$ cat src/rtl/pio_cap_pkg.sv
package pio_cap_pkg;

    typedef struct packed {
        logic [1:0] ptr;
        logic       fresh;
        logic       overrun;
        logic       loaded;
    } seq_state_t;

    function automatic logic [1:0] last_index(input logic wide, input logic stereo);
        return {wide & stereo, wide | stereo};
    endfunction

endpackage

$ cat src/rtl/capture_sample_hold.sv
module capture_sample_hold #(
    parameter int BYTE_W = 8,
    localparam int WORD_W = 2 * BYTE_W
) (
    input  logic              clk,
    input  logic              rst,
    input  logic              load_i,
    input  logic [WORD_W-1:0] left_i,
    input  logic [WORD_W-1:0] right_i,
    output logic [WORD_W-1:0] left_o,
    output logic [WORD_W-1:0] right_o
);
    logic [WORD_W-1:0] left_d, left_q, right_d, right_q;

    always_comb begin
        left_d  = left_q;
        right_d = right_q;
        if (load_i) begin
            left_d  = left_i;
            right_d = right_i;
        end
    end

    always_ff @(posedge clk) begin
        if (rst) begin
            left_q  <= '0;
            right_q <= '0;
        end else begin
            left_q  <= left_d;
            right_q <= right_d;
        end
    end

    assign left_o  = left_q;
    assign right_o = right_q;
endmodule

$ cat src/rtl/capture_byte_sel.sv
module capture_byte_sel #(
    parameter int BYTE_W = 8,
    localparam int WORD_W = 2 * BYTE_W
) (
    input  logic [1:0]        ptr_i,
    input  logic              wide_i,
    input  logic              stereo_i,
    input  logic [WORD_W-1:0] left_i,
    input  logic [WORD_W-1:0] right_i,
    output logic [BYTE_W-1:0] byte_o,
    output logic              upper_o,
    output logic              left_o
);
    logic [BYTE_W-1:0] lane [2][2];
    logic              chan_right;
    logic              hi_sel;

    for (genvar b = 0; b < 2; b++) begin : g_lane
        assign lane[0][b] = left_i[b*BYTE_W +: BYTE_W];
        assign lane[1][b] = right_i[b*BYTE_W +: BYTE_W];
    end

    always_comb begin
        chan_right = stereo_i & (wide_i ? ptr_i[1] : ptr_i[0]);
        hi_sel     = wide_i ? ptr_i[0] : 1'b1;
        byte_o     = lane[chan_right][hi_sel];
        upper_o    = hi_sel;
        left_o     = ~chan_right;
    end
endmodule

$ cat src/rtl/capture_seq_ctrl.sv
module capture_seq_ctrl
    import pio_cap_pkg::*;
(
    input  logic       clk,
    input  logic       rst,
    input  logic       smp_valid_i,
    input  logic       rd_i,
    input  logic       init_i,
    input  logic       wide_i,
    input  logic       stereo_i,
    output seq_state_t state_o
);
    seq_state_t state_d, state_q;
    logic [1:0] last;
    logic       rd_ok;
    logic       at_end;

    always_comb begin
        last    = last_index(wide_i, stereo_i);
        rd_ok   = rd_i & ~init_i;
        at_end  = (state_q.ptr >= last);
        state_d = state_q;
        if (smp_valid_i) begin
            state_d.ptr     = '0;
            state_d.fresh   = 1'b1;
            state_d.loaded  = 1'b1;
            state_d.overrun = state_q.fresh & ~(rd_ok & at_end);
        end else if (rd_ok) begin
            if (at_end) begin
                state_d.fresh = 1'b0;
            end else begin
                state_d.ptr = state_q.ptr + 2'd1;
            end
        end
    end

    always_ff @(posedge clk) begin
        if (rst) begin
            state_q <= '0;
        end else begin
            state_q <= state_d;
        end
    end

    assign state_o = state_q;

    assert_first_after_sample_R4: assert property (@(posedge clk) disable iff (rst)
        smp_valid_i |=> (state_q.ptr == 2'd0 && state_q.fresh));

    assert_init_hold_R9: assert property (@(posedge clk) disable iff (rst)
        (init_i && rd_i && !smp_valid_i) |=> $stable(state_q.ptr));

    assert_parked_R3: assert property (@(posedge clk) disable iff (rst)
        (rd_ok && !smp_valid_i && at_end) |=> $stable(state_q.ptr));

    assert_fresh_drop_R7: assert property (@(posedge clk) disable iff (rst)
        $fell(state_q.fresh) |-> $past(rd_i));

    assert_overrun_rise_R8: assert property (@(posedge clk) disable iff (rst)
        $rose(state_q.overrun) |-> $past(smp_valid_i));
endmodule

$ cat src/rtl/pio_capture_reader.sv
module pio_capture_reader
    import pio_cap_pkg::*;
(
    input  logic        clk,
    input  logic        rst,
    input  logic        smp_valid,
    input  logic [15:0] smp_left,
    input  logic [15:0] smp_right,
    input  logic        rd_strobe,
    input  logic        wide_mode,
    input  logic        stereo_mode,
    input  logic        init_active,
    output logic [7:0]  rd_data,
    output logic        stat_upper,
    output logic        stat_left,
    output logic        stat_fresh,
    output logic        stat_overrun
);
    localparam int BYTE_W = 8;
    localparam logic [BYTE_W-1:0] IDLE_BYTE = 8'h80;

    seq_state_t        state;
    logic [15:0]       held_left, held_right;
    logic [BYTE_W-1:0] sel_byte;

    capture_sample_hold #(.BYTE_W(BYTE_W)) hold_i (
        .clk     (clk),
        .rst     (rst),
        .load_i  (smp_valid),
        .left_i  (smp_left),
        .right_i (smp_right),
        .left_o  (held_left),
        .right_o (held_right)
    );

    capture_seq_ctrl ctrl_i (
        .clk         (clk),
        .rst         (rst),
        .smp_valid_i (smp_valid),
        .rd_i        (rd_strobe),
        .init_i      (init_active),
        .wide_i      (wide_mode),
        .stereo_i    (stereo_mode),
        .state_o     (state)
    );

    capture_byte_sel #(.BYTE_W(BYTE_W)) sel_i (
        .ptr_i    (state.ptr),
        .wide_i   (wide_mode),
        .stereo_i (stereo_mode),
        .left_i   (held_left),
        .right_i  (held_right),
        .byte_o   (sel_byte),
        .upper_o  (stat_upper),
        .left_o   (stat_left)
    );

    assign rd_data      = (init_active || !state.loaded) ? IDLE_BYTE : sel_byte;
    assign stat_fresh   = state.fresh;
    assign stat_overrun = state.overrun;

    assert_mono_left_R6: assert property (@(posedge clk) disable iff (rst)
        !stereo_mode |-> stat_left);

    assert_narrow_upper_R5: assert property (@(posedge clk) disable iff (rst)
        !wide_mode |-> stat_upper);
endmodule

$ cat config.mk
export PLATFORM = sky130hd
export DESIGN_NAME = pio_capture_reader
export DESIGN_NICKNAME = d
export VERILOG_FILES = /design/src/rtl/pio_cap_pkg.sv /design/src/rtl/capture_sample_hold.sv /design/src/rtl/capture_byte_sel.sv /design/src/rtl/capture_seq_ctrl.sv /design/src/rtl/pio_capture_reader.sv
export SDC_FILE = /design/constraint.sdc
export NUM_CORES = 1
export LEC_CHECK = 0
export BUFFER_PORTS_ARGS = -buffer_cell sky130_fd_sc_hd__buf_2
export CORE_MARGIN = 5
export CORE_UTILIZATION = 45
export CTS_CLUSTER_DIAMETER = 80
export CTS_CLUSTER_SIZE = 25
export DETAILED_ROUTE_END_ITERATION = 6
export GPL_TIMING_DRIVEN = 0
export HOLD_SLACK_MARGIN = 0.15
export PLACE_DENSITY_LB_ADDON = 0.12
export SLEW_MARGIN = 20
export SYNTH_ARGS = -nofsm -noshare
export SYNTH_HDL_FRONTEND = slang
export SYNTH_SLANG_ARGS = --single-unit
$ cat constraint.sdc
create_clock -name clk -period 5.1 [get_ports clk]
set_input_delay 0.765 -clock clk [delete_from_list [all_inputs] [get_ports clk]]
set_output_delay 0.765 -clock clk [all_outputs]
set_load 0.05 [all_outputs]
==> results of run 1 <==
-- cell usage after synthesis (2+ instances only) --
cell	instances	area (µm²)
a211oi_1	15	113
a21oi_1	3	15.0
and3_1	7	43.8
buf_2	6	30.0
clkbuf_1	4	15.0
dfxtp_1	37	741
ha_1	2	25.0
inv_1	2	7.51
mux2i_1	39	390
nand2_1	4	15.0
nand2b_4	2	27.5
nor2_1	35	131
xnor2_1	2	17.5
-- power by group through the flow --
stage	clock [mW]	combinational (mW)	sequential [mW]
global route	0.255	0.106	0.317
finish	0.238	0.0967	0.316
CTS	0.246	0.0972	0.315
global placement	0	0.0940	0.322
floorplan	0	0.0638	0.322
detailed placement	0	0.0968	0.322
-- routing by layer --
metal  up-vias  wire length, µm
met5         -                0
met4         0               93
met3        11              252
met2        38             2020
met1       652             1780
li1        727                -
-- worst min-delay path, delay by kind of cell (launching register included) --
family / cells / cell delay [ns]
AND/OR/NAND/NOR: 1 / 0.06
AO/OA/AOI/OAI: 1 / 0.05
flip-flops: 1 / 0.31
-- sequential cells by signal, indices dropped and copies added, names as in the netlist --
| register | cells |
|---|---|
| hold_i.right_o | 16 |
| ctrl_i.state_o | 5 |
| hold_i.left_o | 16 |
-- logic make-up (layout without fill, tap and decap cells) --
logic type	count (synthesis)	in the layout	share of synthesized area
adder cells (fa/ha/maj)	2	2	0.0145
AO/OA/AOI/OAI	24	24	0.105
buffers and inverters	15	70	0.0378
XOR/XNOR	2	2	0.0102
flip-flops	37	37	0.430
multiplexers	41	41	0.242
AND/OR/NAND/NOR	55	55	0.160
-- cells in the final DEF (no fill, tap or decap), types with 2 or more instances in the layout --
cell type	count
nand2b_4	2
xnor2_1	2
nor2_1	35
and3_1	7
ha_1	2
a21oi_1	3
dfxtp_1	37
inv_1	2
a211oi_1	15
buf_2	54
clkbuf_8	5
mux2i_1	39
nand2_1	4
clkbuf_1	4
-- how the worst max path moves through the flow --
stage	to	slack [ns]	depth (start not counted)
after floorplan	rd_data[0]	1.78	4
after global placement	rd_data[4]	2.24	6
after detailed placement	rd_data[4]	2.27	6
after CTS	rd_data[4]	2.26	6
after global routing	rd_data[4]	2.17	6
final	rd_data[4]	2.25	6
-- layout make-up --
cell class | count | area share
multi-input cells | 124 | 0.431
flip-flops and latches | 37 | 0.348
repair buffers | 48 | 0.113
clock buffers | 5 | 0.0324
well taps | 48 | 0.0282
plain buffers | 12 | 0.0253
clock inverters | 2 | 0.0165
inverters | 3 | 0.00529
==> flow_summary.yaml, run 1 <==
global_routing:
  gr-usage-met2: 0.272
  track_usage: 0.162
  overflow: 0
  grt.met3_usage: 0.0533
  use_met1: 0.179
  first_global_vias: 1409
  grt_antenna_before_repair: 0
  grt_first_pass_wirelength_um: 6350
  grt_busiest_layer: "met2"
  grt_max_degree: 12
route:
  dr.pass1.iters: 6
  avgRoutedWirePerCell_um: 14.9
  drc: 0
  viasPerCell: 5.12
  postRouteAntennaNets: 0
  drtIter0Drc: 51
  drt-total-wl_um: 4150
  num_vias: 1428
power_and_ir_drop:
  p_seq_frac: 0.485
  p_sw_frac: 0.249
  total_power_mw: 0.651
  pwr-share-comb: 0.149
  clkPwrFrac: 0.366
  p_int_mw: 0.489
  pwr_density_cell_nw_per_um2: 306
  switching_power_mw: 0.162
  ir_worst_vdd_mv: 0.201
  leakagePower_nw: 1.06
timing:
  fin_crit_ns: 2.85
  tightest_slew_ns: 0.532
  layout_setup_ws_ns: 2.25
  fin_crit_sh: 0.559
  timing_hold_violations_final: 0
  slew_headroom: 0.646
  maxSlewViolCount: 0
  setup_viol: 0
  max_freq_mhz: 351
  fin_setup_tns_ns: 0
  fin_skew_ns: 0.00107
  whs_ns: 0.471
  rsz0062_at_grt: "no"
clock_tree:
  clkSlewWorstSetupHoldPaths_ns: 0.06
  numCtsBuffers: 5
  cts_resized: 0
  htree_num_levels: 2
  post_cts_buffers: 0
  cts-root-buf: "clkbuf_8"
  clock_sinks: 37
  cts_hold_buf: 0
  clock_latency_ns: 0.28
  cts_tree: "done"
  cts_buffer_depth: 2
layout:
  drive_gt1_frac: 0.312
  antenna_cells: 0
  fin_area_um2: 2130
  multi_input_area_um2: 917
  regArea_um2: 741
  area_growth_pct: 23.5
  final_util: 0.577
  n_fill_cell: 362
  fin_nets: 272
  fin_cells: 279
logic_synthesis:
  yosysSeqAreaShare: 0.430
  ys_async_sr_fraction: 0
  synth_flop_cell: "dfxtp_1"
  ys.warnings.count: 0
  syn_area_um2: 1720
  syn-instance-count: 176
  ys_ff_latch: 37
  synth.net_count: 217
  synth_edf_count: 0
  yosys.cell_types.count: 31
  synth_area_per_cell_um2: 9.79
worst_setup_path:
  r2r_start: "ctrl_i.state_o[3]"
  worstRegToRegCells: 6
  arrival_ns: 2.08
  crit_type: "input port to output pin"
  cp_num_buf_inv: 2
  cp_slowest_stage_delay_ns: 0.35
  cpMaxStageDelayCell: "mux2_4"
  reg2reg_setup_slack_ns: 3.40
  cpMostUsedCell: "buf_2"
  required_ns: 4.34
  r2r_end: "ctrl_i.state_o[4]"
  crit_chain: "buf_2 > mux2_4 > nand2_8 > mux2i_1 > a211oi_1 > buf_2"
  startpoint: "wide_mode"
  critPathLaunchType: "input port"
  crit_fanout: 8
  critPathTopFamily: "buffers and inverters"
  end_kind: "output pin"
placed_design:
  dp_slack_ns: 2.27
  gp_congestion: 0.791
  dp_hpwl_um: 3130
  dpl_cell_area_um2: 2020
  port_buffers: 48
  placedCellCount: 272
min_path:
  hold-path-endpoint: "ctrl_i.state_o[1]"
  hp-start: "ctrl_i.state_o[1]"
  worstHoldPathCells: 2
  hp-class: "flip-flop to flip-flop"
flow_run:
  drv_cap: 0
floorplanning:
  core_um2: 3690
  dieArea_um2: 5170
  rows: 22
  die_w_um: 71.9
  io_pins: 51
  start_util: 0.467
  die_h_um: 71.9
outcome:
  status: "complete, no violations"
No activity file was read; power rests on OpenSTA's default activity.
==> inputs of run 2 (changes only) <==
==> constraint.sdc (replaced) <==
create_clock -name clk -period 2.6 [get_ports clk]
set_input_delay 0.39 -clock clk [delete_from_list [all_inputs] [get_ports clk]]
set_output_delay 0.39 -clock clk [all_outputs]
set_load 0.05 [all_outputs]
==> run 2 against run 1 <==
Die area unchanged. Sequential cell count unchanged. Final area down 0.59%. Register-to-register slack worse by 2.5 ns. Clock skew up 0.0032 ns. Global-route usage up 0.83 points. Largest cell class unchanged.
==> flow_summary.yaml, run 2 (same netlist as run 1, synthesis figures left out) <==
placed_design:
  dp_hpwl_um: 3150
  dp_slack_ns: 0.356
  gp_congestion: 0.776
  port_buffers: 48
floorplanning:
  die_w_um: 71.9
  dieArea_um2: 5170
  rows: 22
  io_pins: 51
  die_h_um: 71.9
  start_util: 0.467
  core_um2: 3690
clock_tree:
  clock_sinks: 37
  numCtsBuffers: 5
  cts_buffer_depth: 2
  clock_latency_ns: 0.28
  htree_num_levels: 2
  post_cts_buffers: 0
  cts-root-buf: "clkbuf_8"
  cts_tree: "done"
  cts_resized: 0
  clkSlewWorstSetupHoldPaths_ns: 0.07
  cts_hold_buf: 0
route:
  num_vias: 1469
  drt-total-wl_um: 4180
  drc: 0
  viasPerCell: 5.27
  avgRoutedWirePerCell_um: 15.0
  dr.pass1.iters: 4
  drtIter0Drc: 49
  postRouteAntennaNets: 0
worst_setup_path:
  end_kind: "output pin"
  cp_num_cells: 6
  worstRegToRegCells: 6
  arrival_ns: 1.82
  cpMaxStageDelayCell: "dfxtp_1"
  cp_num_buf_inv: 3
  r2r_start: "ctrl_i.state_o[3]"
  crit_type: "flip-flop to output pin"
  critPathLaunchType: "flip-flop"
  reg2reg_setup_slack_ns: 0.91
  crit_chain: "inv_2 > nand2_1 > buf_2 > a211oi_1 > a211oi_2 > buf_2"
  endpoint: "rd_data[5]"
  startpoint: "ctrl_i.state_o[3]"
  r2r_end: "ctrl_i.state_o[4]"
  cpMostUsedCell: "buf_2"
  crit_fanout: 10
  critPathTopFamily: "buffers and inverters"
  required_ns: 2.21
  cp_slowest_stage_delay_ns: 0.42
timing:
  tightest_slew_ns: 0.575
  max_freq_mhz: 453
  fin_skew_ns: 0.00430
  layout_setup_ws_ns: 0.391
  fin_crit_ns: 2.21
  fin_crit_sh: 0.850
  timing_hold_violations_final: 0
  slew_headroom: 0.617
  fin_setup_tns_ns: 0
  setup_viol: 0
  whs_ns: 0.340
  maxSlewViolCount: 0
  rsz0062_at_grt: "no"
layout:
  fin_nets: 272
  drive_gt1_frac: 0.312
  final_util: 0.573
  final_cell_mix: "54 x buf_2, 39 x mux2i_1, 37 x dfxtp_1"
  layout_commonest_cell: "buf_2"
  area_growth_pct: 22.7
  antenna_cells: 0
global_routing:
  grt_max_degree: 11
  grt_first_pass_wirelength_um: 6800
  grt_antenna_before_repair: 0
  overflow: 0
  first_global_vias: 1517
  track_usage: 0.171
power_and_ir_drop:
  p_int_mw: 0.890
  ir_worst_vdd_mv: 0.291
  leakagePower_nw: 1.05
  p_seq_frac: 0.511
  p_sw_frac: 0.263
  total_power_mw: 1.21
  switching_power_mw: 0.317
  pwr-share-comb: 0.160
  clkPwrFrac: 0.329
  pwr_density_cell_nw_per_um2: 571
outcome:
  status: "complete, no violations"
flow_run:
  drv_cap: 0
min_path:
  hp-class: "input port to flip-flop"
## run 2: changes by cell type in the layout (fill, tap and decap cells not counted)
cell and delta:
clkinv_2 -1, clkbuf_8 +1, a211oi_1 -1, clkbuf_1 +1, bufinv_16 -1, a211oi_2 +1
## run 2: routing by layer
metal	global-route usage	wire, µm
met5	0	0
met4	0.0376	33
met3	0.0589	289
met2	0.280	2040
met1	0.216	1820
## run 2: area by class of cell
| type | count | area, µm² |
|---|---|---|
| inverters | 3 | 11.3 |
| well taps | 48 | 60.1 |
| fillers | 362 | 1570 |
| multi-input cells | 124 | 922 |
| flip-flops and latches | 37 | 741 |
| clock buffers | 7 | 86.3 |
| repair buffers | 48 | 240 |
| plain buffers | 12 | 53.8 |
## run 2: stage by stage
step | cells | cell area [µm²]
2_1_floorplan | 176 | 1730
3_3_place_gp | 272 | 2030
3_5_place_dp | 272 | 2030
4_1_cts | 279 | 2110
5_1_grt | 279 | 2110
6_report | 279 | 2110
## run 2: worst register-to-register path: stages (launching register included)
cell       delay (ns)
dfxtp_1          0.42
inv_2            0.08
ha_1             0.29
nand2b_4         0.15
a2111oi_2        0.40
xnor2_1          0.18
nor3_2           0.05
## run 2: power by group through the flow
stage	combinational [mW]	sequential, mW	clock (mW)
after floorplan	0.126	0.631	0
after global placement	0.189	0.629	0
after detailed placement	0.195	0.630	0
after CTS	0.195	0.618	0.403
after global routing	0.212	0.621	0.428
final	0.193	0.618	0.397
## run 2: worst min path at each step
stage	to	start	slack (ns)	cells after the start
finish	hold_i.left_o[2]	smp_left[2]	0.34	3
global route	hold_i.left_o[12]	smp_left[12]	0.35	3
CTS	hold_i.left_o[2]	smp_left[2]	0.34	3
detailed placement	ctrl_i.state_o[1]	ctrl_i.state_o[1]	0.45	2
global placement	ctrl_i.state_o[0]	ctrl_i.state_o[0]	0.45	2
floorplan	ctrl_i.state_o[0]	ctrl_i.state_o[0]	0.44	2
==> inputs of run 3 (changes only) <==
==> constraint.sdc (replaced) <==
create_clock -name clk -period 1.9 [get_ports clk]
set_input_delay 0.285 -clock clk [delete_from_list [all_inputs] [get_ports clk]]
set_output_delay 0.285 -clock clk [all_outputs]
set_load 0.05 [all_outputs]
==> run 3 against run 2 <==
The run now ends with setup timing left. Count of clock-buffer cells in the layout is 2 lower. Clock power up 24%. Clock skew shrank 0.0032 ns. Critical endpoint is now rd_data[2]. Highest routed layer unchanged.
==> flow_summary.yaml, run 3 (same netlist as run 1, synthesis figures left out) <==
outcome:
  status: "finished with violations"
  failed_checks: "setup timing"
layout:
  final_cell_mix: "45 x buf_2, 35 x nor2_1, 35 x dfxtp_1"
  fin_nets: 274
  drive_gt1_frac: 0.435
  area_growth_pct: 41.9
  fin_cells: 280
  antenna_cells: 0
  layout_commonest_cell: "buf_2"
  n_fill_cell: 311
global_routing:
  grt_first_pass_wirelength_um: 7720
  track_usage: 0.193
  grt_antenna_before_repair: 0
  overflow: 0
  first_global_vias: 1632
  grt_max_degree: 11
route:
  drc: 0
  drt-total-wl_um: 4520
  drtIter0Drc: 50
  dr.pass1.iters: 4
  avgRoutedWirePerCell_um: 16.1
  postRouteAntennaNets: 0
  num_vias: 1477
  viasPerCell: 5.28
timing:
  fin_crit_sh: 1.03
  fin_setup_tns_ns: -0.271
  maxSlewViolCount: 0
  layout_setup_ws_ns: -0.0514
  fin_skew_ns: 0.00110
  tightest_slew_ns: 0.537
  rsz0062_at_grt: "yes"
  setup_viol: 7
  max_freq_mhz: 512
  slew_headroom: 0.642
  fin_crit_ns: 1.95
  timing_hold_violations_final: 0
floorplanning:
  die_w_um: 71.9
  core_um2: 3690
  die_h_um: 71.9
  rows: 22
  io_pins: 51
  dieArea_um2: 5170
  start_util: 0.467
clock_tree:
  cts_buffer_depth: 2
  clkSlewWorstSetupHoldPaths_ns: 0.07
  cts-root-buf: "clkbuf_8"
  clock_latency_ns: 0.29
  cts_tree: "done"
  cts_hold_buf: 0
  clock_sinks: 37
  numCtsBuffers: 5
  htree_num_levels: 2
worst_setup_path:
  startpoint: "ctrl_i.state_o[3]"
  reg2reg_setup_slack_ns: 0.32
  crit_fanout: 8
  end_kind: "output pin"
  crit_type: "flip-flop to output pin"
  critPathLaunchType: "flip-flop"
  r2r_start: "ctrl_i.state_o[3]"
  arrival_ns: 1.67
  r2r_end: "ctrl_i.state_o[4]"
  worstRegToRegCells: 6
  required_ns: 1.62
min_path:
  hold-path-endpoint: "hold_i.left_o[15]"
  hp-start: "smp_left[15]"
  hp-class: "input port to flip-flop"
  worstHoldPathCells: 3
placed_design:
  dp_hpwl_um: 3290
  gp_congestion: 0.766
  dp_slack_ns: -0.246
  placedCellCount: 272
  port_buffers: 48
flow_run:
  drv_cap: 0
power_and_ir_drop:
  leakagePower_nw: 1.07
  pwr_density_cell_nw_per_um2: 685
  ir_worst_vdd_mv: 0.464
## run 3: per-stage QoR
stage	hold WS, ns	cell area (µm²)	total power, mW	utilization
after floorplan	0.432	1810	1.06	-
after global placement	0.448	2110	1.14	0.573
after detailed placement	0.454	2110	1.16	0.573
after CTS	0.228	2400	1.69	0.652
after global routing	0.235	2440	1.76	0.663
final	0.231	2440	1.68	0.663
## run 3: final cells by class
| class | count | area (µm²) | share of cell area |
|---|---|---|---|
| Multi-Input combinational cell | 124 | 1170 | 0.478 |
| Sequential cell | 37 | 748 | 0.306 |
| Timing Repair Buffer | 51 | 313 | 0.128 |
| Buffer | 11 | 70.1 | 0.0287 |
| Clock buffer | 5 | 68.8 | 0.0281 |
| Tap cell | 48 | 60.1 | 0.0246 |
| Inverter | 3 | 11.3 | 0.00461 |
| Clock inverter | 1 | 5.00 | 0.00205 |
## run 3: critical path, stage by stage (launching register included)
cell and delay, ns:
dfxtp_4 0.36, mux2_4 0.30, nand2_8 0.16, mux2i_4 0.28
a211oi_4 0.09, buf_6 0.17
## run 3: worst max path at each step
stage | end | slack, ns | cells past startpoint
floorplan | rd_data[6] | 0.03 | 5
global placement | ctrl_i.state_o[4] | -0.21 | 8
detailed placement | ctrl_i.state_o[4] | -0.25 | 8
CTS | rd_data[2] | -0.05 | 5
global route | rd_data[5] | -0.09 | 5
finish | rd_data[2] | -0.05 | 5
## run 3: what timing repair did
| action | in CTS | in global routing |
|---|---|---|
| pin swaps | 8 | 1 |
| endpoints found under the setup margin | 9 | 9 |
| resized for setup | 47 | 7 |
| buffers inserted | 2 | 1 |
## run 3: power breakdown
group	total, mW	switching [mW]	internal (mW)	leakage, nW
logic	0.329	0.185	0.144	0.718
registers	0.855	0.0363	0.819	0.307
clock network	0.491	0.250	0.241	0.0399
## run 3: layer usage
metal,up-vias,track usage,part of all wire
li1,724,-,-
met4,0,0.0564,0.011
met1,713,0.226,0.40
met3,5,0.0463,0.047
met5,-,0,0
met2,35,0.346,0.54
